<file path="src/rtl/sio_cfg_pkg.sv">
package sio_cfg_pkg;
   localparam logic [7:0] IX_DEVSEL  = 8'h07;
   localparam logic [7:0] IX_CHIPID  = 8'h20;
   localparam logic [7:0] IX_REV     = 8'h27;
   localparam logic [7:0] IX_ENABLE  = 8'h30;
   localparam logic [7:0] IX_BASE_HI = 8'h60;
   localparam logic [7:0] IX_BASE_LO = 8'h61;
   localparam logic [7:0] CHIP_ID    = 8'hE9;

   typedef enum logic [1:0] {
      PORT_NONE  = 2'd0,
      PORT_INDEX = 2'd1,
      PORT_DATA  = 2'd2
   } port_sel_e;

   typedef struct packed {
      logic        act;
      logic [15:0] base;
   } dev_cfg_t;
endpackage

</file>
<file path="src/rtl/sio_cfg_decode.sv">
module sio_cfg_decode
   import sio_cfg_pkg::*;
#(
   parameter int          ADDR_W       = 16,
   parameter logic [15:0] PRIMARY_BASE = 16'h002E,
   parameter logic [15:0] ALT_BASE     = 16'h004E,
   parameter bit          STRAP_EN     = 1'b1
) (
   input  logic              strap_alt,
   input  logic [ADDR_W-1:0] io_addr,
   output port_sel_e         sel
);
   localparam logic [ADDR_W-1:0] PRI_IX = PRIMARY_BASE[ADDR_W-1:0];
   localparam logic [ADDR_W-1:0] ALT_IX = ALT_BASE[ADDR_W-1:0];

   logic [ADDR_W-1:0] base;

   generate
      if (STRAP_EN) begin : g_strap
         assign base = strap_alt ? ALT_IX : PRI_IX;
      end else begin : g_fixed
         logic unused_strap;
         assign unused_strap = strap_alt;
         assign base = PRI_IX;
      end
   endgenerate

   always_comb begin
      if (io_addr == base)
         sel = PORT_INDEX;
      else if (io_addr == base + ADDR_W'(1))
         sel = PORT_DATA;
      else
         sel = PORT_NONE;
   end
endmodule

</file>
<file path="src/rtl/sio_cfg_globals.sv">
module sio_cfg_globals
   import sio_cfg_pkg::*;
#(
   parameter logic [7:0] REVISION = 8'h09
) (
   input  logic       clk,
   input  logic       rst_n,
   input  logic       idx_wr,
   input  logic       data_wr,
   input  logic [7:0] wdata,
   output logic [7:0] idx_q,
   output logic [7:0] ldn_q,
   output logic [7:0] glb_rdata
);
   always_ff @(posedge clk) begin
      if (!rst_n) begin
         idx_q <= 8'h00;
         ldn_q <= 8'h00;
      end else begin
         if (idx_wr)
            idx_q <= wdata;
         if (data_wr && idx_q == IX_DEVSEL)
            ldn_q <= wdata;
      end
   end

   always_comb begin
      unique case (idx_q)
         IX_DEVSEL: glb_rdata = ldn_q;
         IX_CHIPID: glb_rdata = CHIP_ID;
         IX_REV:    glb_rdata = REVISION;
         default:   glb_rdata = 8'h00;
      endcase
   end
endmodule

</file>
<file path="src/rtl/sio_cfg_bank.sv">
module sio_cfg_bank
   import sio_cfg_pkg::*;
#(
   parameter int DEV_NUM = 0
) (
   input  logic        clk,
   input  logic        rst_n,
   input  logic        data_wr,
   input  logic [7:0]  idx,
   input  logic [7:0]  ldn,
   input  logic [7:0]  wdata,
   output dev_cfg_t    cfg,
   output logic [7:0]  rdata
);
   localparam logic [7:0] MY_LDN = 8'(DEV_NUM);

   logic picked;
   assign picked = (ldn == MY_LDN);

   always_ff @(posedge clk) begin
      if (!rst_n) begin
         cfg <= '0;
      end else if (data_wr && picked) begin
         case (idx)
            IX_ENABLE:  cfg.act        <= wdata[0];
            IX_BASE_HI: cfg.base[15:8] <= wdata;
            IX_BASE_LO: cfg.base[7:0]  <= wdata;
            default: ;
         endcase
      end
   end

   always_comb begin
      rdata = 8'h00;
      if (picked) begin
         case (idx)
            IX_ENABLE:  rdata = {7'b0, cfg.act};
            IX_BASE_HI: rdata = cfg.base[15:8];
            IX_BASE_LO: rdata = cfg.base[7:0];
            default:    rdata = 8'h00;
         endcase
      end
   end
endmodule

</file>
<file path="src/rtl/sio_cfg_window.sv">
module sio_cfg_window
   import sio_cfg_pkg::*;
#(
   parameter int          ADDR_W       = 16,
   parameter int          NUM_DEV      = 16,
   parameter logic [7:0]  REVISION     = 8'h09,
   parameter logic [15:0] PRIMARY_BASE = 16'h002E,
   parameter logic [15:0] ALT_BASE     = 16'h004E,
   parameter bit          STRAP_EN     = 1'b1
) (
   input  logic                    clk,
   input  logic                    rst_n,
   input  logic                    strap_alt,
   input  logic [ADDR_W-1:0]       io_addr,
   input  logic                    io_wr,
   input  logic                    io_rd,
   input  logic [7:0]              io_wdata,
   output logic [7:0]              io_rdata,
   output logic [NUM_DEV-1:0]      dev_active,
   output logic [16*NUM_DEV-1:0]   dev_base
);
   localparam int BASE_W = 16;

   generate
      if (ADDR_W < 8 || ADDR_W > 16) begin : g_bad_addr
         $error("ADDR_W must lie in 8..16");
      end
      if (NUM_DEV < 1 || NUM_DEV > 256) begin : g_bad_dev
         $error("NUM_DEV must lie in 1..256");
      end
      if (PRIMARY_BASE == ALT_BASE) begin : g_bad_base
         $error("the two base addresses must differ");
      end
   endgenerate

   port_sel_e  sel;
   logic       idx_wr, data_wr;
   logic [7:0] idx_q, ldn_q, glb_rdata, bank_or;
   logic [7:0] bank_rd [NUM_DEV];

   sio_cfg_decode #(
      .ADDR_W(ADDR_W), .PRIMARY_BASE(PRIMARY_BASE),
      .ALT_BASE(ALT_BASE), .STRAP_EN(STRAP_EN)
   ) u_dec (
      .strap_alt(strap_alt), .io_addr(io_addr), .sel(sel)
   );

   assign idx_wr  = io_wr && (sel == PORT_INDEX);
   assign data_wr = io_wr && (sel == PORT_DATA);

   sio_cfg_globals #(.REVISION(REVISION)) u_glb (
      .clk(clk), .rst_n(rst_n), .idx_wr(idx_wr), .data_wr(data_wr),
      .wdata(io_wdata), .idx_q(idx_q), .ldn_q(ldn_q), .glb_rdata(glb_rdata)
   );

   generate
      for (genvar n = 0; n < NUM_DEV; n++) begin : g_bank
         dev_cfg_t cfg_n;
         sio_cfg_bank #(.DEV_NUM(n)) u_bank (
            .clk(clk), .rst_n(rst_n), .data_wr(data_wr), .idx(idx_q),
            .ldn(ldn_q), .wdata(io_wdata), .cfg(cfg_n), .rdata(bank_rd[n])
         );
         assign dev_active[n]                 = cfg_n.act;
         assign dev_base[n*BASE_W +: BASE_W]  = cfg_n.base;
      end
   endgenerate

   always_comb begin
      bank_or = 8'h00;
      for (int n = 0; n < NUM_DEV; n++)
         bank_or = bank_or | bank_rd[n];
   end

   always_comb begin
      io_rdata = 8'h00;
      if (io_rd) begin
         case (sel)
            PORT_INDEX: io_rdata = idx_q;
            PORT_DATA:  io_rdata = glb_rdata | bank_or;
            default:    io_rdata = 8'h00;
         endcase
      end
   end
endmodule

</file>
<file path="config.mk">
export PLATFORM = sky130hd
export DESIGN_NAME = sio_cfg_window
export DESIGN_NICKNAME = d
export VERILOG_FILES = /design/src/rtl/sio_cfg_pkg.sv /design/src/rtl/sio_cfg_decode.sv /design/src/rtl/sio_cfg_globals.sv /design/src/rtl/sio_cfg_bank.sv /design/src/rtl/sio_cfg_window.sv
export SDC_FILE = /design/constraint.sdc
export NUM_CORES = 1
export LEC_CHECK = 0
export CAP_MARGIN = 20
export CORE_MARGIN = 4
export CORE_UTILIZATION = 30
export DETAILED_ROUTE_END_ITERATION = 8
export DONT_BUFFER_PORTS = 1
export PLACE_DENSITY = 0.52
export REMOVE_ABC_BUFFERS = 1
export SETUP_SLACK_MARGIN = 0.05
export SLEW_MARGIN = 30
export SYNTH_ARGS = -nofsm -noshare
export SYNTH_HDL_FRONTEND = slang
export SYNTH_SLANG_ARGS = --single-unit
</file>
<file path="constraint.sdc">
create_clock -name clk -period 3.3 [get_ports clk]
set_clock_uncertainty 0.1 [all_clocks]
set_input_delay 0.165 -clock clk [delete_from_list [all_inputs] [get_ports clk]]
set_output_delay 0.165 -clock clk [all_outputs]
set_load 0.01 [all_outputs]
</file>
==> qor.txt, run 1 <==
TritonCTS Buffers -> 35
Worst Path Max Fanout -> 13
Max Cap Violations -> 0
crit path DAT -> 2.96 ns
max frequency -> 310 MHz
worst endpoint required time -> 3.03 ns
Setup crit start kind -> register
status -> complete, no violations
Fin Hold WS -> 0.0266 ns
CTS clk-pin slew, worst paths -> 0.06 ns
Detail Placement HPWL -> 40.9 mm
first-pass GRT wire length -> 83.1 mm
GPL Wtd Cong -> 0.938
wire per inst -> 27.4 um
min-delay src -> io_wdata[7]
initial drt markers -> 925
largest stage delay on the critical path -> 0.37 ns
Total GRT Usage -> 22.6%
Routed Antenna Nets -> 0
Internal Power -> 5830 uW
endpoint type of the worst setup path -> primary output
Ys Warns -> 0
Die Area -> 49000 um2
crit-path cells -> nor4b_4 > buf_4 > buf_4 > nand4_1 > buf_4 > o22a_1 > o221ai_1 > nor3_2 > a31oi_1 > buf_4
total grt overflow -> 0
sw frac -> 22.3%
post-synthesis sequential area ratio -> 42.2%
Die Height -> 221 um
Psw -> 1680 uW
Comb pwr share -> 2.3%
vias in the first global route -> 11400
Initial Utilization -> 30.6%
worst slew pin tran -> 0.931 ns
DR pass1 iterations -> 5
min cycle time layout -> 3.23 ns
Met2 Wirelength -> 28.5 mm
CTS Buffer Depth -> 3
Die X -> 221 um
# diodes -> 0
Pwr Density -> 438 nW/um2
Hold Fails Final Rpt -> 0
fin crit share -> 97.8%
synthesized area -> 13600 um2
Slew headroom -> 37.7%
Boundary Pins -> 309
final WL -> 58.6 mm
share of layout cells above drive strength 1 -> 16.0%
most frequent cells in the layout -> mux2i_1 (376), dfxtp_1 (279), nand2_1 (267)
Crit Path Category -> reg2out
Post-Syn Area per Cell -> 9.75 um2
Via density -> 5.39
CP most frequent cell -> buf_4
Cell variety after synth -> 61
post-synthesis cell count -> 1400
met3 routed WL -> 5.96 mm
maximum VDD drop -> 0.302 mV
Clock Tree Root -> clkbuf_16
htree depth -> 2
# setup viols final -> 0
Flop pwr share -> 46.3%
Lkg Pwr -> 0.00737 uW
RSZ-0062 raised after global routing -> true
Crit Reg-Reg Startpoint -> u_glb.idx_q[7]
slowest cell on the critical path -> dfxtp_1
core area -> 44600 um2
fin. max-slew vios -> 0
fin nets -> 1556
CP Launch Point -> u_glb.idx_q[7]
FF+latch count, synth -> 288
Async S/R FF share, synth -> 0%
clock network power share -> 51.4%
area grow syn2layout -> 25.7%
TritonCTS clock tree -> done
Cell Rows -> 77
uppermost layer routed -> met5
wire length on met1 -> 22.9 mm
antenna violations before repair -> 1
EDFF count, synth -> 0
largest net degree at the start of global routing -> 169
clock latency on the worst-skew pair -> 0.54 ns
ys flop type -> dfxtp_1
commonest non-fill, non-tap cell in the layout -> mux2i_1
IO buf count -> 0
DR vias -> 11500
total power -> 7510 uW
# fillers -> 4470
clk sinks -> 288
residual DRC count -> 0
HP Class -> in2reg
[through the flow]
| stage | utilization [%] | TNS (ns) | instances | setup slack [ns] | cell area [um2] |
|---|---|---|---|---|---|
| finish | 38.5 | 0 | 2143 | 0.0724 | 17200 |
| global route | 38.5 | -0.00891 | 2143 | -0.00727 | 17200 |
| CTS | 38.1 | 0 | 2134 | 0.0521 | 17000 |
| detailed placement | 32.2 | 0 | 1935 | 0.306 | 14400 |
| global placement | 32.2 | 0 | 1935 | 0.289 | 14400 |
| floorplan | - | -668.30 | 1288 | -2.62 | 13200 |
[per-layer routing]
metal  up-vias  track usage [%]
met4         4             5.03
met3        72             9.65
met5         -             1.37
met2       433             38.8
li1       5228                -
met1      5805             26.2
[cell families after synthesis]
| logic type | Yosys count | share of synthesized area [%] |
|---|---|---|
| flip-flops | 288 | 42.2 |
| AND/OR/NAND/NOR | 480 | 18.2 |
| AO/OA/AOI/OAI | 113 | 5.97 |
| buffers and inverters | 114 | 3.55 |
| multiplexers | 405 | 30.1 |
[state kept, by name, indices dropped and copies added, names as in the netlist]
register           cells
g_bank.u_bank.cfg    272
u_glb.idx_q            8
u_glb.ldn_q            8
[cell usage after synthesis (12+ instances only)]
cell type	number	area [um2]
mux2i_1	382	3820
nor4_1	12	75.1
nand2_1	270	1010
nand2_2	29	181
nor2b_1	53	332
buf_2	27	135
dfxtp_1	288	5770
nand3_1	12	60.1
nand4_1	17	106
clkbuf_1	77	289
mux2_2	21	236
o22ai_1	34	213
nor2_1	22	82.6
[layout make-up]
cell class	count	area, um2	share of cell area, %
clock buffer	49	1020	5.95
multi-input combinational	998	7560	44.1
tap	592	741	4.32
clock inverter	12	114	0.664
sequential	288	5780	33.7
inverter	2	7.51	0.0438
timing repair buffer	202	1930	11.2
[worst max-delay path, delay by kind of cell, from the launching register on]
kind	cells	cell delay, ns
compound gates	3	0.61
buf+inv	4	0.77
flops	1	0.37
simple gates	3	0.65
[power groups by stage]
stage | Sequential, uW | Clock [uW] | Combinational (uW)
after global placement | 3550 | 0 | 110
after floorplan | 3550 | 0 | 56.5
after global routing | 3470 | 4070 | 180
after CTS | 3480 | 3940 | 170
after detailed placement | 3550 | 0 | 112
final | 3480 | 3860 | 169
[repair_timing]
action / 4_1_cts / 5_1_grt
resized for setup: 26 / 30
setup endpoints to repair: 8 / 10
hold endpoints to repair: 288 / 0
hold buffers: 129 / 0
pin swaps: 3 / 9
gates cloned: 1 / 1
buffers inserted: 8 / 9
[final timing paths]
| kind | endpoint | slack, ns | cells after the start |
|---|---|---|---|
| min | g_bank[13].u_bank.cfg[7] | 0.03 | 3 |
| max reg2reg | g_bank[0].u_bank.cfg[11] | 0.22 | 9 |
| max | io_rdata[1] | 0.07 | 10 |
| min reg2reg | g_bank[11].u_bank.cfg[13] | 0.42 | 2 |
(Power assumes the default switching activity.)
==> inputs of run 2 (changes only) <==
--- a/config.mk
+++ b/config.mk
@@ -6,11 +6,13 @@
 export NUM_CORES = 1
 export LEC_CHECK = 0
 export CAP_MARGIN = 20
+export CELL_PAD_IN_SITES_DETAIL_PLACEMENT = 1
+export CELL_PAD_IN_SITES_GLOBAL_PLACEMENT = 1
 export CORE_MARGIN = 4
 export CORE_UTILIZATION = 30
 export DETAILED_ROUTE_END_ITERATION = 8
 export DONT_BUFFER_PORTS = 1
-export PLACE_DENSITY = 0.52
+export PLACE_DENSITY = 0.62
 export REMOVE_ABC_BUFFERS = 1
 export SETUP_SLACK_MARGIN = 0.05
 export SLEW_MARGIN = 30
==> qor.txt, run 2 (synthesis results as in run 1) <==
status -> complete, no violations
DR vias -> 11600 (+0.78%)
Setup crit start kind -> register
max frequency -> 305 MHz (-1.5%)
largest stage delay on the critical path -> 0.38 ns (about the same)
min-delay src -> io_wdata[4]
vias in the first global route -> 12100 (+5.9%)
fin nets -> 1561 (+0.32%)
clk sinks -> 288 (unchanged)
htree depth -> 2 (unchanged)
crit-path cells -> nor4b_4 > buf_4 > buf_2 > nand4_1 > o22ai_1 > nor2_1 > and3_1 > a21oi_1 > buf_4
Via density -> 5.42 (+0.55%)
worst slew pin tran -> 0.917 ns (-0.0133 ns)
IO buf count -> 0 (unchanged)
core area -> 44600 um2 (unchanged)
cell depth of the worst flop-to-flop path -> 8 (-1)
fin util -> 38.6% (+0.13 points)
Die Area -> 49000 um2 (unchanged)
HP Class -> in2reg
min cycle time layout -> 3.28 ns (+0.0480 ns)
final WL -> 61.9 mm (+5.5%)
Psw -> 1720 uW (+2.7%)
share of layout cells above drive strength 1 -> 15.3% (-0.68 points)
Largest Register -> g_bank.u_bank.cfg
worst reg2reg setup slack -> 0.29 ns (+0.07 ns)
CP Capture Point -> io_rdata[4]
worst reg2reg endpoint -> g_bank[0].u_bank.cfg[6]
Detail Placement HPWL -> 43.0 mm (+5.0%)
Clock Tree Root -> clkbuf_16
area grow syn2layout -> 26.1%
wire per inst -> 28.8 um (+5.3%)
DR pass1 iterations -> 5 (unchanged)
CTS Buffer Depth -> 3 (unchanged)
sw frac -> 22.4% (+0.065 points)
fin. max-slew vios -> 0 (unchanged)
CP Launch Point -> u_glb.idx_q[4]
Cell Rows -> 77 (unchanged)
Hold Fails Final Rpt -> 0 (unchanged)
Crit Path Category -> reg2out
initial drt markers -> 692 (-25%)
Slew headroom -> 38.6% (+0.89 points)
first-pass GRT wire length -> 88.2 mm (+6.1%)
slowest cell on the critical path -> dfxtp_1
Die Height -> 221 um (unchanged)
residual DRC count -> 0 (unchanged)
Worst Path Max Fanout -> 6 (-7)
biggest regs -> g_bank.u_bank.cfg (272), u_glb.idx_q (8), u_glb.ldn_q (8)
TritonCTS clock tree -> done
fin crit share -> 99.3% (+1.5 points)
Max Cap Violations -> 0 (unchanged)
max reg flops -> 272 (unchanged)
CTS clk-pin slew, worst paths -> 0.06 ns (about the same)
Pwr Density -> 447 nW/um2 (+2.0%)
Total GRT Usage -> 24.0% (+1.4 points)
total grt overflow -> 0 (unchanged)
clock latency on the worst-skew pair -> 0.54 ns (about the same)
largest net degree at the start of global routing -> 167 (-1.2%)
RSZ-0062 raised after global routing -> true
Crit Reg-Reg Startpoint -> u_glb.idx_q[4]
Placed Cells -> 1935 (unchanged)
# setup viols final -> 0 (unchanged)
Internal Power -> 5960 uW (+2.3%)
Initial Utilization -> 30.6% (unchanged)
Lkg Pwr -> 0.00742 uW (+0.69%)
Boundary Pins -> 309 (unchanged)
antenna violations before repair -> 0 (-1)
most frequent cells in the layout -> mux2i_1 (380), dfxtp_1 (280), nand2_1 (266)
Die X -> 221 um (unchanged)
crit path DAT -> 3.01 ns (+0.05 ns)
commonest non-fill, non-tap cell in the layout -> mux2i_1
Comb pwr share -> 2.2% (about the same)
clock network power share -> 52.5% (+1.1 points)
GPL Wtd Cong -> 0.906 (-3.4%)
worst endpoint required time -> 3.03 ns (about the same)
total power -> 7680 uW (+2.4%)
Flop pwr share -> 45.2% (-1.1 points)
Post-Layout Cell Count -> 2148 (+0.23%)
CP most frequent cell -> buf_4
Routed Antenna Nets -> 0 (unchanged)
endpoint type of the worst setup path -> primary output
TritonCTS Buffers -> 35 (unchanged)
maximum VDD drop -> 0.361 mV (+19%)
[run 2: cell types whose count changed in the layout (fill, tap and decap cells not counted), sizes merged]
cell | before | now
bufinv | 2 | 3
bufbuf | 0 | 1
dlygate4sd3 | 128 | 132
clkbuf | 49 | 47
diode | 0 | 1
clkinvlp | 0 | 2
clkinv | 10 | 8
[run 2: power groups by stage]
stage	clock network, uW	registers [uW]	logic, uW
2_1_floorplan	0	3550	56.5
3_3_place_gp	0	3550	110
3_5_place_dp	0	3550	112
4_1_cts	4090	3480	171
5_1_grt	4240	3470	180
6_report	4040	3480	172
[run 2: critical path, delay by kind of cell (launching register included)]
kind	cells	cell delay [ns]
simple gates	4	1.03
buf+inv	3	0.55
compound gates	2	0.51
flops	1	0.38
[run 2: layout make-up]
| type | instances | area, um2 |
|---|---|---|
| repair buffers | 207 | 2000 |
| inverters | 2 | 7.51 |
| clock buffers | 47 | 1040 |
| well taps | 592 | 741 |
| multi-input cells | 998 | 7490 |
| flip-flops and latches | 288 | 5780 |
| fillers | 4955 | 27400 |
| diodes | 1 | 2.50 |
| clock inverters | 13 | 145 |
[run 2: worst min path at each step]
| stage | depth (start not counted) | slack [ns] | endpoint |
|---|---|---|---|
| finish | 3 | 0.01 | g_bank[13].u_bank.cfg[4] |
| global placement | 2 | 0.23 | g_bank[0].u_bank.cfg[10] |
| global route | 3 | 0.05 | g_bank[4].u_bank.cfg[1] |
| CTS | 3 | 0.02 | g_bank[13].u_bank.cfg[12] |
| detailed placement | 2 | 0.24 | g_bank[0].u_bank.cfg[10] |
| floorplan | 1 | 0.19 | g_bank[0].u_bank.cfg[0] |
[run 2: per-stage QoR]
| stage | hold WS, ns | setup TNS, ns | area (um2) | setup WS (ns) |
|---|---|---|---|---|
| 3_3_place_gp | 0.234 | 0 | 14400 | 0.431 |
| 3_5_place_dp | 0.244 | 0 | 14400 | 0.370 |
| 6_report | 0.0145 | 0 | 17200 | 0.0244 |
| 5_1_grt | 0.0529 | 0 | 17200 | 0.00810 |
| 4_1_cts | 0.0185 | 0 | 17000 | 0.0148 |
| 2_1_floorplan | 0.193 | -668.30 | 13200 | -2.62 |
[run 2: timing repair]
action,4_1_cts,5_1_grt
hold buffers,133,0
endpoints found under the hold margin,288,0
endpoints found under the setup margin,6,8
buffers inserted,4,12
resized for setup,14,23
pin swaps,1,6
gates cloned,1,2
[run 2: metal layers]
layer | routed length, um | track usage (%) | vias up
met5 | 0 | 0.391 | -
met4 | 1490 | 6.16 | 0
met3 | 6040 | 9.61 | 80
met2 | 30400 | 41.8 | 407
met1 | 24000 | 27.4 | 5901
li1 | - | - | 5244
